File: src/rtl/irq_prio_resolver.sv
module irq_prio_resolver #(
  parameter int SYNC_STAGES = 2
) (
  input  logic        clk,
  input  logic        rst_n,
  input  logic [15:0] irq_lines,
  input  logic        mask_wr,
  input  logic [15:0] mask_data,
  input  logic        ack_valid,
  input  logic [3:0]  ack_vector,
  output logic        irq_out,
  output logic [3:0]  irq_vector
);
  localparam logic [15:0] BUS_LINES = 16'hDEF8;
  localparam int NRANKS = 11;

  logic [15:0] sync_q [SYNC_STAGES];
  logic [15:0] last_q, pend_q, en_q, rise, ack_hit, live;
  logic [3:0]  win;

  function automatic logic [3:0] line_of(input int k);
    if (k < 4)      return 4'(9 + k);
    else if (k < 6) return 4'(10 + k);
    else            return 4'(k - 3);
  endfunction

  always_ff @(posedge clk or negedge rst_n) begin
    if (!rst_n) begin
      for (int i = 0; i < SYNC_STAGES; i++) sync_q[i] <= '0;
      last_q <= '0;
    end else begin
      sync_q[0] <= irq_lines;
      for (int i = 1; i < SYNC_STAGES; i++) sync_q[i] <= sync_q[i-1];
      last_q <= sync_q[SYNC_STAGES-1];
    end
  end

  assign rise    = sync_q[SYNC_STAGES-1] & ~last_q & BUS_LINES;
  assign ack_hit = ack_valid ? (16'd1 << ack_vector) : 16'd0;

  always_ff @(posedge clk or negedge rst_n) begin
    if (!rst_n) begin
      pend_q <= '0;
      en_q   <= '1;
    end else begin
      pend_q <= (pend_q & ~ack_hit) | rise;
      if (mask_wr) en_q <= mask_data;
    end
  end

  assign live = pend_q & en_q;

  always_comb begin
    win = '0;
    for (int k = NRANKS - 1; k >= 0; k--)
      if (live[line_of(k)]) win = line_of(k);
  end

  assign irq_out    = |live;
  assign irq_vector = win;

  AST_IDLE_VECTOR_ZERO: assert property (@(posedge clk) disable iff (!rst_n)
    !irq_out |-> irq_vector == 4'd0);
  AST_ONLY_BUS_LINES: assert property (@(posedge clk) disable iff (!rst_n)
    (pend_q & ~BUS_LINES) == 16'd0);
  AST_WINNER_LIVE: assert property (@(posedge clk) disable iff (!rst_n)
    irq_out |-> (pend_q[irq_vector] && en_q[irq_vector]));
  AST_ACK_CLEARS: assert property (@(posedge clk) disable iff (!rst_n)
    (ack_valid && !rise[ack_vector]) |=> !pend_q[$past(ack_vector)]);
  AST_RISE_SETS: assert property (@(posedge clk) disable iff (!rst_n)
    (|rise) |=> ((pend_q & $past(rise)) == $past(rise)));
  AST_OTHERS_KEPT: assert property (@(posedge clk) disable iff (!rst_n)
    1'b1 |=> ((pend_q & $past(pend_q & ~ack_hit)) == $past(pend_q & ~ack_hit)));
endmodule

File: config.mk
export PLATFORM = sky130hd
export DESIGN_NAME = irq_prio_resolver
export DESIGN_NICKNAME = d
export VERILOG_FILES = /design/src/rtl/irq_prio_resolver.sv
export SDC_FILE = /design/constraint.sdc
export NUM_CORES = 1
export LEC_CHECK = 0
export ABC_AREA = 1
export BUFFER_PORTS_ARGS = -buffer_cell sky130_fd_sc_hd__buf_2
export CORE_MARGIN = 2
export CORE_UTILIZATION = 48
export DETAILED_ROUTE_END_ITERATION = 8
export PLACE_DENSITY = 0.73
export SLEW_MARGIN = 5
export SYNTH_ARGS = -nofsm -noshare
export SYNTH_HDL_FRONTEND = slang
export SYNTH_SLANG_ARGS = --single-unit
File: constraint.sdc
create_clock -name clk -period 1.35 [get_ports clk]
set_clock_uncertainty 0.2 [all_clocks]
set_input_delay 0.2025 -clock clk [delete_from_list [all_inputs] [get_ports clk]]
set_output_delay 0.2025 -clock clk [all_outputs]
set_load 0.02 [all_outputs]
# Word-level counts from Yosys, hierarchy flattened
# Index checks and enable logic that the tools add are counted.
[word_totals]
regBits = 80
in_bits = 40
output_inout_bits = 5
wordCells = 25
[op_classes]
shifts = 1
n_mux = 12
bitwise = 6
reduce_logical = 1
[ops]
columns = ["cell", "n"]
rows = [
  ["AND 16 bit", 3],
  ["inverter 16 bit", 2],
  ["2-to-1 mux 4 bit", 6],
  ["2-to-1 mux 16 bit", 1],
  ["bitwise OR 16 bit", 1],
  ["OR reduction 16 bit", 1],
  ["<< shifter 1 x 4 -> 16 bit, first input constant", 1],
  ["2-to-1 mux 3 bit", 5],
]

# Logic depth before layout (Yosys ltp)
# Gate-level depths: netlist of run 1.
[depth]
ltp_word = 12
depth_mapped = 10
depth_no_buf = 10

# Worst setup path after synthesis of run 1
# Ideal clock, no wire load.
[synth_timing]
path_kind = "flip-flop to output port"
start = "register en_q[14]"
end = "output port irq_vector[2]"
arrival_time_ps = 1232
required_time_ps = 947
path_slack_ps = -284
path_stages_with_launch = 7
path_buffers = 0
cell_sequence = "dfstp_2 nand2_1 nand2_1 inv_1 nand2_1 a21oi_1 nor3_1"
[synth_via]
elab_chain_cells = 6
[synth_lines]
columns = ["element", "line", "rtl"]
rows = [
  ["start, declared", "18", "logic [15:0] last_q, pend_q, en_q, rise, ack_hit, live;"],
  ["start signal, assigned", "47", "if (mask_wr) en_q <= mask_data;"],
  ["AND 16 bit", "51", "assign live = pend_q & en_q;"],
  ["2-to-1 mux 4 bit (5 in series)", "56", "if (live[line_of(k)]) win = line_of(k);"],
  ["end, declared", "12", "output logic [3:0] irq_vector"],
]
# Every way passes these cells.

# Worst setup path after layout of run 1
[layout_timing]
start = "register en_q[7]"
end = "output port irq_vector[0]"
[layout_via]
elab_chain_cells = 12
[layout_lines]
columns = ["element", "line"]
rows = [
  ["AND 16 bit", "51"],
  ["2-to-1 mux 3 bit (5 in series)", "56"],
  ["2-to-1 mux 4 bit (6 in series)", "56"],
]
# Every way passes these cells.

==> impl_metrics.tcl, run 1 <==
set metrics [dict create \
    status "finished with violations" \
    violations_in_the_final_reports "negative setup slack" \
    core_area_um2 4750 \
    finalCoreUtilization_pct 69.3 \
    final.period_utilization_pct 141 \
    synthDominantCellAreaShare_pct 51.8 \
    yosys.area_share.simple_pct 10.1 \
    setup_violations 5 \
    initial_antenna_violation_count 0 \
    share_of_final_layout_standard_cells_stronger_than_drive_strength_1_pct 42.2 \
    cts-buffers-inserted 9 \
    synth.cells.most_frequent "49 x dfrtp_1, 33 x nand2_1, 22 x inv_1, 16 x dfstp_2, 14 x o21ai_0" \
    area_delta_synth_final_pct 39.2 \
    ant_nets 0 \
    wl_per_cell_um 12.7 \
    yosys.cell_count.top_type "dfrtp_1" \
    mappedNetlistArea_um2 2370 \
    synth_edf_count 0 \
    slew_headroom_pct 82.8 \
    power_w 0.00434 \
    grt_pass1_wl_um 7400 \
    mean_instance_size_in_the_synthesized_netlist_um2 12.4 \
    synth_xor_area_share_pct 0 \
    reported_leakage_power_nw 1.54 \
    fin_ws_ns -0.557 \
    gr-usage-all-layers_pct 18.8 \
    critPathRequiredTime_ns 0.95 \
    numClockSinks 65 \
    synth_compound_area_share_pct 7.03 \
    largest_net_degree_at_the_start_of_global_routing 34 \
    cts-htree-levels 3 \
    first_global_vias 1680 \
    arrival_ns 1.50 \
    placed_cell_area_um2 2730 \
    yosys_warnings 0 \
    numPortBuffers 39 \
    starting_utilization_of_the_core_area_pct 49.8 \
    place.detailed.hpwl_um 2910 \
    finalWeightedCongestion 0.794 \
    critPathCaptureType "output port" \
    layout_nets 317 \
    yosys.area.top_type "dfrtp_1" \
    die_h_um 74.2 \
    yosys_register_bits 65 \
    die-area_um2 5510 \
    postSynth.asyncResetShare_pct 100 \
    highest_clock_frequency_the_design_can_meet_ghz 0.524 \
    report.final.slew_viol_count 0 \
    synthAdderAreaFrac_pct 0 \
    cts_buffer_depth 2 \
    clkSlewWorstSetupHoldPaths_ns 0.07 \
    peak_supply_drop_mv 0.996 \
    hp-class "in -> reg" \
    tritoncts "built" \
    grt-ovfl-total 0 \
    postSynth.topFlopCell "dfrtp_1" \
    final_routed_wirelength_across_all_metal_layers_um 4420 \
    clock_tree_root_driver_cell "clkbuf_8" \
    vias 1610 \
    floorplan.die.width_um 74.2 \
    finalInstanceArea_um2 3300 \
    critPathKind "reg -> out" \
    timing_hold_violations_final 0 \
    synth_mux_area_share_pct 7.61 \
    diodes 0 \
    synth_nets 231 \
    synth_cell_type_count 22 \
    route.detailed.drc 0 \
    first_iter_violations 59 \
    final.min_clock_period_ns 1.91 \
    unrepaired_setup_endpoints_after_global_routing "true" \
    regToRegSetupSlack_ns 0.21 \
    gate_count_after_technology_mapping 191 \
    power_density_nw_per_um2 1320 \
    synth.yosys.seq_area_share_pct 69.5 \
    clk-insertion-delay-late_ns 0.33 \
    maxCapViolations 0 \
    worst-slew-pin-transition_ns 0.256 \
    synth_top_family_by_area "simple AND/OR/NAND/NOR gates" \
    vias_per_cell 4.61 \
    pin_count 45 \
    critPathLaunchType "flop" \
    dr.pass1.iters 4 \
    synth_area_leaders "dfrtp_1 52%, dfstp_2 18%, nand2_1 5.2%, mux2_2 3.8%, mux2_4 3.8%" \
    rows 25 \
    critical_path.max_fanout 3 \
    place_worst_setup_slack_ns -0.251 \
]
## cell type report
cell class	instances	area (um2)
fill	369	1460
clock buffer	13	159
inverter	25	93.8
sequential	65	1650
timing repair buffer	78	624
tap	67	83.8
clock inverter	3	40.0
multi-input combinational	98	649
## worst paths after layout
path	startpoint	end	cells past startpoint
setup / recovery	en_q[7]	irq_vector[0]	11
hold / removal	ack_vector[3]	pend_q[8]	4
setup reg to reg	en_q[12]	en_q[12]	3
hold reg to reg	sync_q[26]	sync_q[10]	0
max in group asynchronous	rst_n	en_q[15]	3
min in group asynchronous	rst_n	en_q[2]	2
## through the flow
stage	setup TNS, ns	std cells	hold slack [ns]
finish	-2.32	349	0.0240
global route	-2.84	349	0.0327
CTS	-2.49	348	0.00250
detailed placement	-0.911	301	0.112
global placement	-0.842	301	0.110
floorplan	-0.265	191	-0.293
## placed cells by master, fill, tap and decap left out, types with 2 or more instances in the layout
cell type and count:
dfrtp_1 49, buf_2 34, dlygate4sd3_1 30, nand2_1 20
inv_1 20, dfstp_2 16, nand2_2 13, o21ai_0 13
clkbuf_8 11, o21ai_1 10, nand3_1 8, mux2_2 8
buf_4 8, mux2_4 6, inv_2 5, a21oi_1 4
nor3_2 3, buf_6 3, buf_12 3, nand4_1 2
a21oi_2 2, clkbuf_1 2, clkinv_2 2
## kinds of logic after synthesis
logic type,count (synthesis)
flops,65
simple gates,52
compound gates,32
mux,14
buf+inv,28
## critical path: stages (launching register included)
cell	delay, ns
dfstp_2	0.53
nand2_2	0.06
inv_1	0.05
nand2_1	0.04
nand2_1	0.06
nand2_1	0.05
nand2_1	0.05
nand2_1	0.04
nand2_1	0.05
nand2_1	0.06
nand2_2	0.06
buf_6	0.11
## metal layers
layer / vias up / track usage [%] / part of all wire (%)
met1: 776 / 22.0 / 42
met2: 38 / 31.3 / 53
met4: 0 / 7.14 / 0.50
met3: 2 / 7.72 / 4.1
met5: - / 0 / 0
li1: 794 / - / -
## flip-flops by register name, summed over array words and instances, names as in the netlist
signal / flops
pend_q: 16
last_q: 11
sync_q: 22
en_q: 16
## power breakdown
group          internal, W  total, W  switching (W)
logic             0.000276  0.000538       0.000262
registers          0.00211   0.00217      0.0000630
clock network     0.000949   0.00163       0.000682
total              0.00334   0.00434        0.00101
## repair_timing
item                                    4_1_cts  5_1_grt
buffers inserted                              1        1
gates resized for setup                      19        2
endpoints found under the hold margin        89        0
cloned                                        0        0
pin swaps                                     5        3
hold buffers                                 30        0
endpoints found under the setup margin        5        5
Note: power is estimated with default switching activity, not from simulation.
==> inputs of run 2 (changes only) <==
- TNS_END_PERCENT: unset -> 5
==> impl_metrics.tcl, run 2 (same netlist as run 1, synthesis figures left out) <==
set metrics [dict create \
    largest_register_ffs 22 \
    min_from "ack_valid" \
    numClockSinks 65 \
    ant_nets 0 \
    timing_hold_violations_final 0 \
    most_common_cell_after_layout_fill_and_taps_aside "dfrtp_1" \
    core_area_um2 4750 \
    first_iter_violations 48 \
    power_frac_clock_pct 39.6 \
    violations_in_the_final_reports "negative setup slack" \
    highest_clock_frequency_the_design_can_meet_ghz 0.520 \
    starting_utilization_of_the_core_area_pct 49.8 \
    cts-buffers-inserted 9 \
    gr-usage-all-layers_pct 18.0 \
    die_h_um 74.2 \
    unrepaired_setup_endpoints_after_global_routing "true" \
    die-area_um2 5510 \
    p_seq_share_pct 48.5 \
    intPower_w 0.00347 \
    largest_net_degree_at_the_start_of_global_routing 48 \
    critical_path.max_fanout 3 \
    tritoncts "built" \
    power.net_switching_w 0.00100 \
    clock_tree_root_driver_cell "clkbuf_8" \
    power_density_nw_per_um2 1360 \
    regToRegSetupSlack_ns 0.32 \
    placed_cell_area_um2 2720 \
    initial_antenna_violation_count 0 \
    report.final.slew_viol_count 0 \
    worst-slew-pin-transition_ns 0.289 \
    wl_per_cell_um 12.2 \
    finalHoldWorstSlack_ns 0.0187 \
    numPortBuffers 39 \
    share_of_final_layout_standard_cells_stronger_than_drive_strength_1_pct 40.4 \
    final.min_clock_period_ns 1.92 \
    finalWeightedCongestion 0.792 \
    whs_path_depth 4 \
    area_delta_synth_final_pct 38.5 \
    arrival_ns 1.52 \
    cts-htree-levels 3 \
    r2r_start "en_q[7]" \
    floorplan.die.width_um 74.2 \
    layout_nets 317 \
    max_flop_register "sync_q" \
    critPathCaptureType "output port" \
    reported_leakage_power_nw 1.55 \
    critPathLaunchType "flop" \
    power_switching_share_pct 22.4 \
    slew_headroom_pct 80.6 \
    fin_ws_ns -0.572 \
    grt_pass1_wl_um 6970 \
    place_worst_setup_slack_ns -0.272 \
    maxCapViolations 0 \
    crit-reg2reg-capture "en_q[7]" \
    vias_per_cell 4.56 \
    vias 1591 \
    crit_start "en_q[7]" \
    critPathRequiredTime_ns 0.95 \
    setup_violations 5 \
    final_routed_wirelength_across_all_metal_layers_um 4260 \
    top_regs "sync_q (22), en_q (16), pend_q (16)" \
    peak_supply_drop_mv 0.860 \
    clkSlewWorstSetupHoldPaths_ns 0.07 \
    route.detailed.drc 0 \
    hp-class "in -> reg" \
    rows 25 \
    critPathKind "reg -> out" \
    status "finished with violations" \
    finalInstanceArea_um2 3280 \
    layout_common_cells "49 x dfrtp_1, 34 x buf_2, 29 x dlygate4sd3_1" \
    clk-insertion-delay-late_ns 0.33 \
    combinationalPowerShare_pct 11.8 \
    pin_count 45 \
    hold_path_end "pend_q[10]" \
    diodes 0 \
    grt-ovfl-total 0 \
    dr.pass1.iters 4 \
    first_global_vias 1614 \
    final.period_utilization_pct 142 \
    place.detailed.hpwl_um 2900 \
    ff2ff_path_depth 2 \
    cts_buffer_depth 2 \
]
## run 2: power groups by stage
stage	clock, W	combinational (W)	sequential (W)
2_1_floorplan	0	0.000254	0.00218
3_3_place_gp	0	0.000424	0.00220
3_5_place_dp	0	0.000436	0.00220
4_1_cts	0.00182	0.000531	0.00217
5_1_grt	0.00191	0.000589	0.00218
6_report	0.00177	0.000528	0.00217
## run 2: layout make-up
cell class | instances | area [um2]
clock buffers | 11 | 141
fillers | 360 | 1470
repair buffers | 78 | 609
inverters | 25 | 93.8
flip-flops and latches | 65 | 1650
multi-input cells | 98 | 627
clock inverters | 5 | 78.8
well taps | 67 | 83.8
## run 2: how the worst max path moves through the flow
| stage | to |
|---|---|
| 2_1_floorplan | irq_vector[2] |
| 6_report | irq_vector[0] |
| 3_5_place_dp | irq_vector[0] |
| 3_3_place_gp | irq_vector[2] |
| 5_1_grt | irq_vector[0] |
| 4_1_cts | irq_vector[0] |
## run 2: repair_timing
| action | 4_1_cts | 5_1_grt |
|---|---|---|
| endpoints found under the setup margin | 5 | 5 |
| hold buffers | 29 | 0 |
| gates cloned | 0 | 0 |
| resized for setup | 15 | 1 |
| pin swaps | 3 | 1 |
| hold endpoints to repair | 94 | 0 |
| buffers inserted | 1 | 0 |
## run 2: worst max-delay path, stage by stage (launching register included)
cell,delay [ns]
dfstp_2,0.54
nand2_2,0.07
inv_2,0.05
nand2_1,0.04
nand2_1,0.05
nand2_1,0.04
nand2_1,0.05
nand2_1,0.06
nand2_1,0.05
nand2_1,0.06
nand2_2,0.06
buf_6,0.11
## run 2: per-layer routing
layer | up-vias | wire (um) | track usage, %
met1 | 747 | 1860 | 21.4
met2 | 36 | 2120 | 29.0
met3 | 9 | 175 | 6.23
met4 | 0 | 111 | 10.1
li1 | 799 | - | -
met5 | - | 0 | 0
## run 2: metrics by stage
step	power, W	utilization [%]	cells	setup TNS, ns
6_report	0.00447	69.0	349	-2.47
5_1_grt	0.00469	69.0	349	-2.97
4_1_cts	0.00453	68.9	349	-2.56
3_5_place_dp	0.00264	57.3	303	-0.990
3_3_place_gp	0.00262	57.3	303	-0.884
2_1_floorplan	0.00244	-	191	-0.314
==> inputs of run 3 (changes only) <==
- CORE_ASPECT_RATIO: unset -> 1.1
- CORE_UTILIZATION: 48 -> 50
- CTS_BUF_LIST: unset -> sky130_fd_sc_hd__clkbuf_8
- PLACE_DENSITY: 0.73 -> 0.76
==> impl_metrics.tcl, run 3 (same netlist as run 1, synthesis figures left out) <==
set metrics [dict create \
    slew_headroom_pct 78.6 \
    final_routed_wirelength_across_all_metal_layers_um 4550 \
    cts_buffer_depth 2 \
    floorplan.die.width_um 69.6 \
    setup_total_negative_slack_ns -2.77 \
    critPathLaunchType "flop" \
    rows 26 \
    grt_pass1_wl_um 7850 \
    critical-path-top-delay-family "flip-flops" \
    vias_per_cell 4.86 \
    finalWeightedCongestion 0.857 \
    dr.pass1.iters 4 \
    critPathRequiredTime_ns 0.95 \
    final-instance-count-excl-fill 339 \
    finalHoldWorstSlack_ns 0.0264 \
    share_of_final_layout_standard_cells_stronger_than_drive_strength_1_pct 39.2 \
    die_h_um 76.2 \
    cp_slowest_cell "dfstp_2" \
    largest_net_degree_at_the_start_of_global_routing 26 \
    worst-path-buf-inv 2 \
    placedCellCount 292 \
    layout_common_cells "49 x dfrtp_1, 35 x buf_2, 30 x dlygate4sd3_1" \
    unrepaired_setup_endpoints_after_global_routing "true" \
    ant_nets 0 \
    arrival_ns 1.55 \
    layout_nets 318 \
    violations_in_the_final_reports "negative setup slack" \
    clkSlewWorstSetupHoldPaths_ns 0.08 \
    core_area_um2 4620 \
    highest_clock_frequency_the_design_can_meet_ghz 0.513 \
    starting_utilization_of_the_core_area_pct 51.3 \
    route.detailed.drc 0 \
    report.final.slew_viol_count 0 \
    cts-buffers-inserted 9 \
    most_common_cell_after_layout_fill_and_taps_aside "dfrtp_1" \
    critPathKind "reg -> out" \
    fin_ws_ns -0.600 \
    diodes 0 \
    peak_supply_drop_mv 1.22 \
    top_regs "sync_q (22), en_q (16), pend_q (16)" \
    timing_hold_violations_final 0 \
    final.period_utilization_pct 144 \
    tritoncts "built" \
    timing.critical_path.cells "nand2_2 -> buf_4 -> a21oi_1 -> o21ai_1 -> a21oi_2 -> buf_6" \
    clk-insertion-delay-late_ns 0.34 \
    final.min_clock_period_ns 1.95 \
    setup_violations 5 \
    power_w 0.00454 \
    critical_path.max_fanout 3 \
    worst-slew-pin-transition_ns 0.319 \
    power_density_nw_per_um2 1380 \
    maxCapViolations 0 \
    status "finished with violations" \
    numClockSinks 65 \
    pin_count 45 \
    wl_per_cell_um 13.4 \
    cts-htree-levels 3 \
    grt-ovfl-total 0 \
    first_global_vias 1723 \
    critPathCaptureType "output port" \
    max_stage_delay_ns 0.54 \
    fillerInstances 322 \
    hp-class "in -> reg" \
    place_worst_setup_slack_ns -0.261 \
    largest_register_ffs 22 \
    initial_antenna_violation_count 0 \
    first_iter_violations 120 \
    gr-usage-all-layers_pct 19.4 \
    place.detailed.hpwl_um 2960 \
    vias 1649 \
    clock_tree_root_driver_cell "clkbuf_8" \
    max_flop_register "sync_q" \
    reported_leakage_power_nw 1.55 \
    area_delta_synth_final_pct 38.7 \
    numPortBuffers 39 \
    die-area_um2 5300 \
]
## run 3: where the power goes
part	internal (W)	switching, W	leakage [nW]
registers	0.00211	0.0000607	0.723
logic	0.000275	0.000258	0.717
clock network	0.00105	0.000785	0.106
## run 3: layout make-up
class	count	area [um2]	share of cell area [%]
clock buffer	9	124	3.77
clock inverter	7	101	3.09
multi-input combinational	98	619	18.9
inverter	25	93.8	2.86
timing repair buffer	79	629	19.2
sequential	65	1650	50.1
tap	56	70.1	2.13
## run 3: worst reg2reg max path: cells and delay by family, from the launching register on
kind                   cells  cell delay (ns)
DFF                        1             0.52
AOI/OAI and AO/OA          1             0.14
buffers and inverters      1             0.04
## run 3: metal layers
layer | share of wire [%] | wire length (um) | global-route usage [%]
met5 | 0 | 0 | 0
met4 | 2.1 | 96 | 8.27
met3 | 6.5 | 296 | 9.39
met2 | 51 | 2310 | 31.5
met1 | 40 | 1840 | 21.9
## run 3: worst paths after layout
kind	cells past startpoint	end	slack (ns)	startpoint
max	6	irq_vector[1]	-0.60	en_q[7]
min	3	pend_q[1]	0.03	ack_vector[1]
max reg2reg	2	en_q[0]	0.38	en_q[0]
min reg2reg	0	sync_q[12]	0.15	sync_q[28]
max in group asynchronous	3	en_q[13]	0.37	rst_n
min in group asynchronous	2	sync_q[26]	0.07	rst_n
## run 3: what timing repair did
item / 4_1_cts / 5_1_grt
hold endpoints to repair: 78 / 0
hold buffers: 30 / 0
pin swaps: 2 / 0
buffers inserted: 0 / 1
resized for setup: 10 / 1
setup endpoints to repair: 5 / 5
## run 3: per-stage QoR
| step | instance area [um2] | util [%] |
|---|---|---|
| 2_1_floorplan | 2390 | - |
| 3_3_place_gp | 2720 | 58.9 |
| 3_5_place_dp | 2720 | 58.9 |
| 4_1_cts | 3270 | 70.9 |
| 5_1_grt | 3280 | 71.1 |
| 6_report | 3280 | 71.1 |
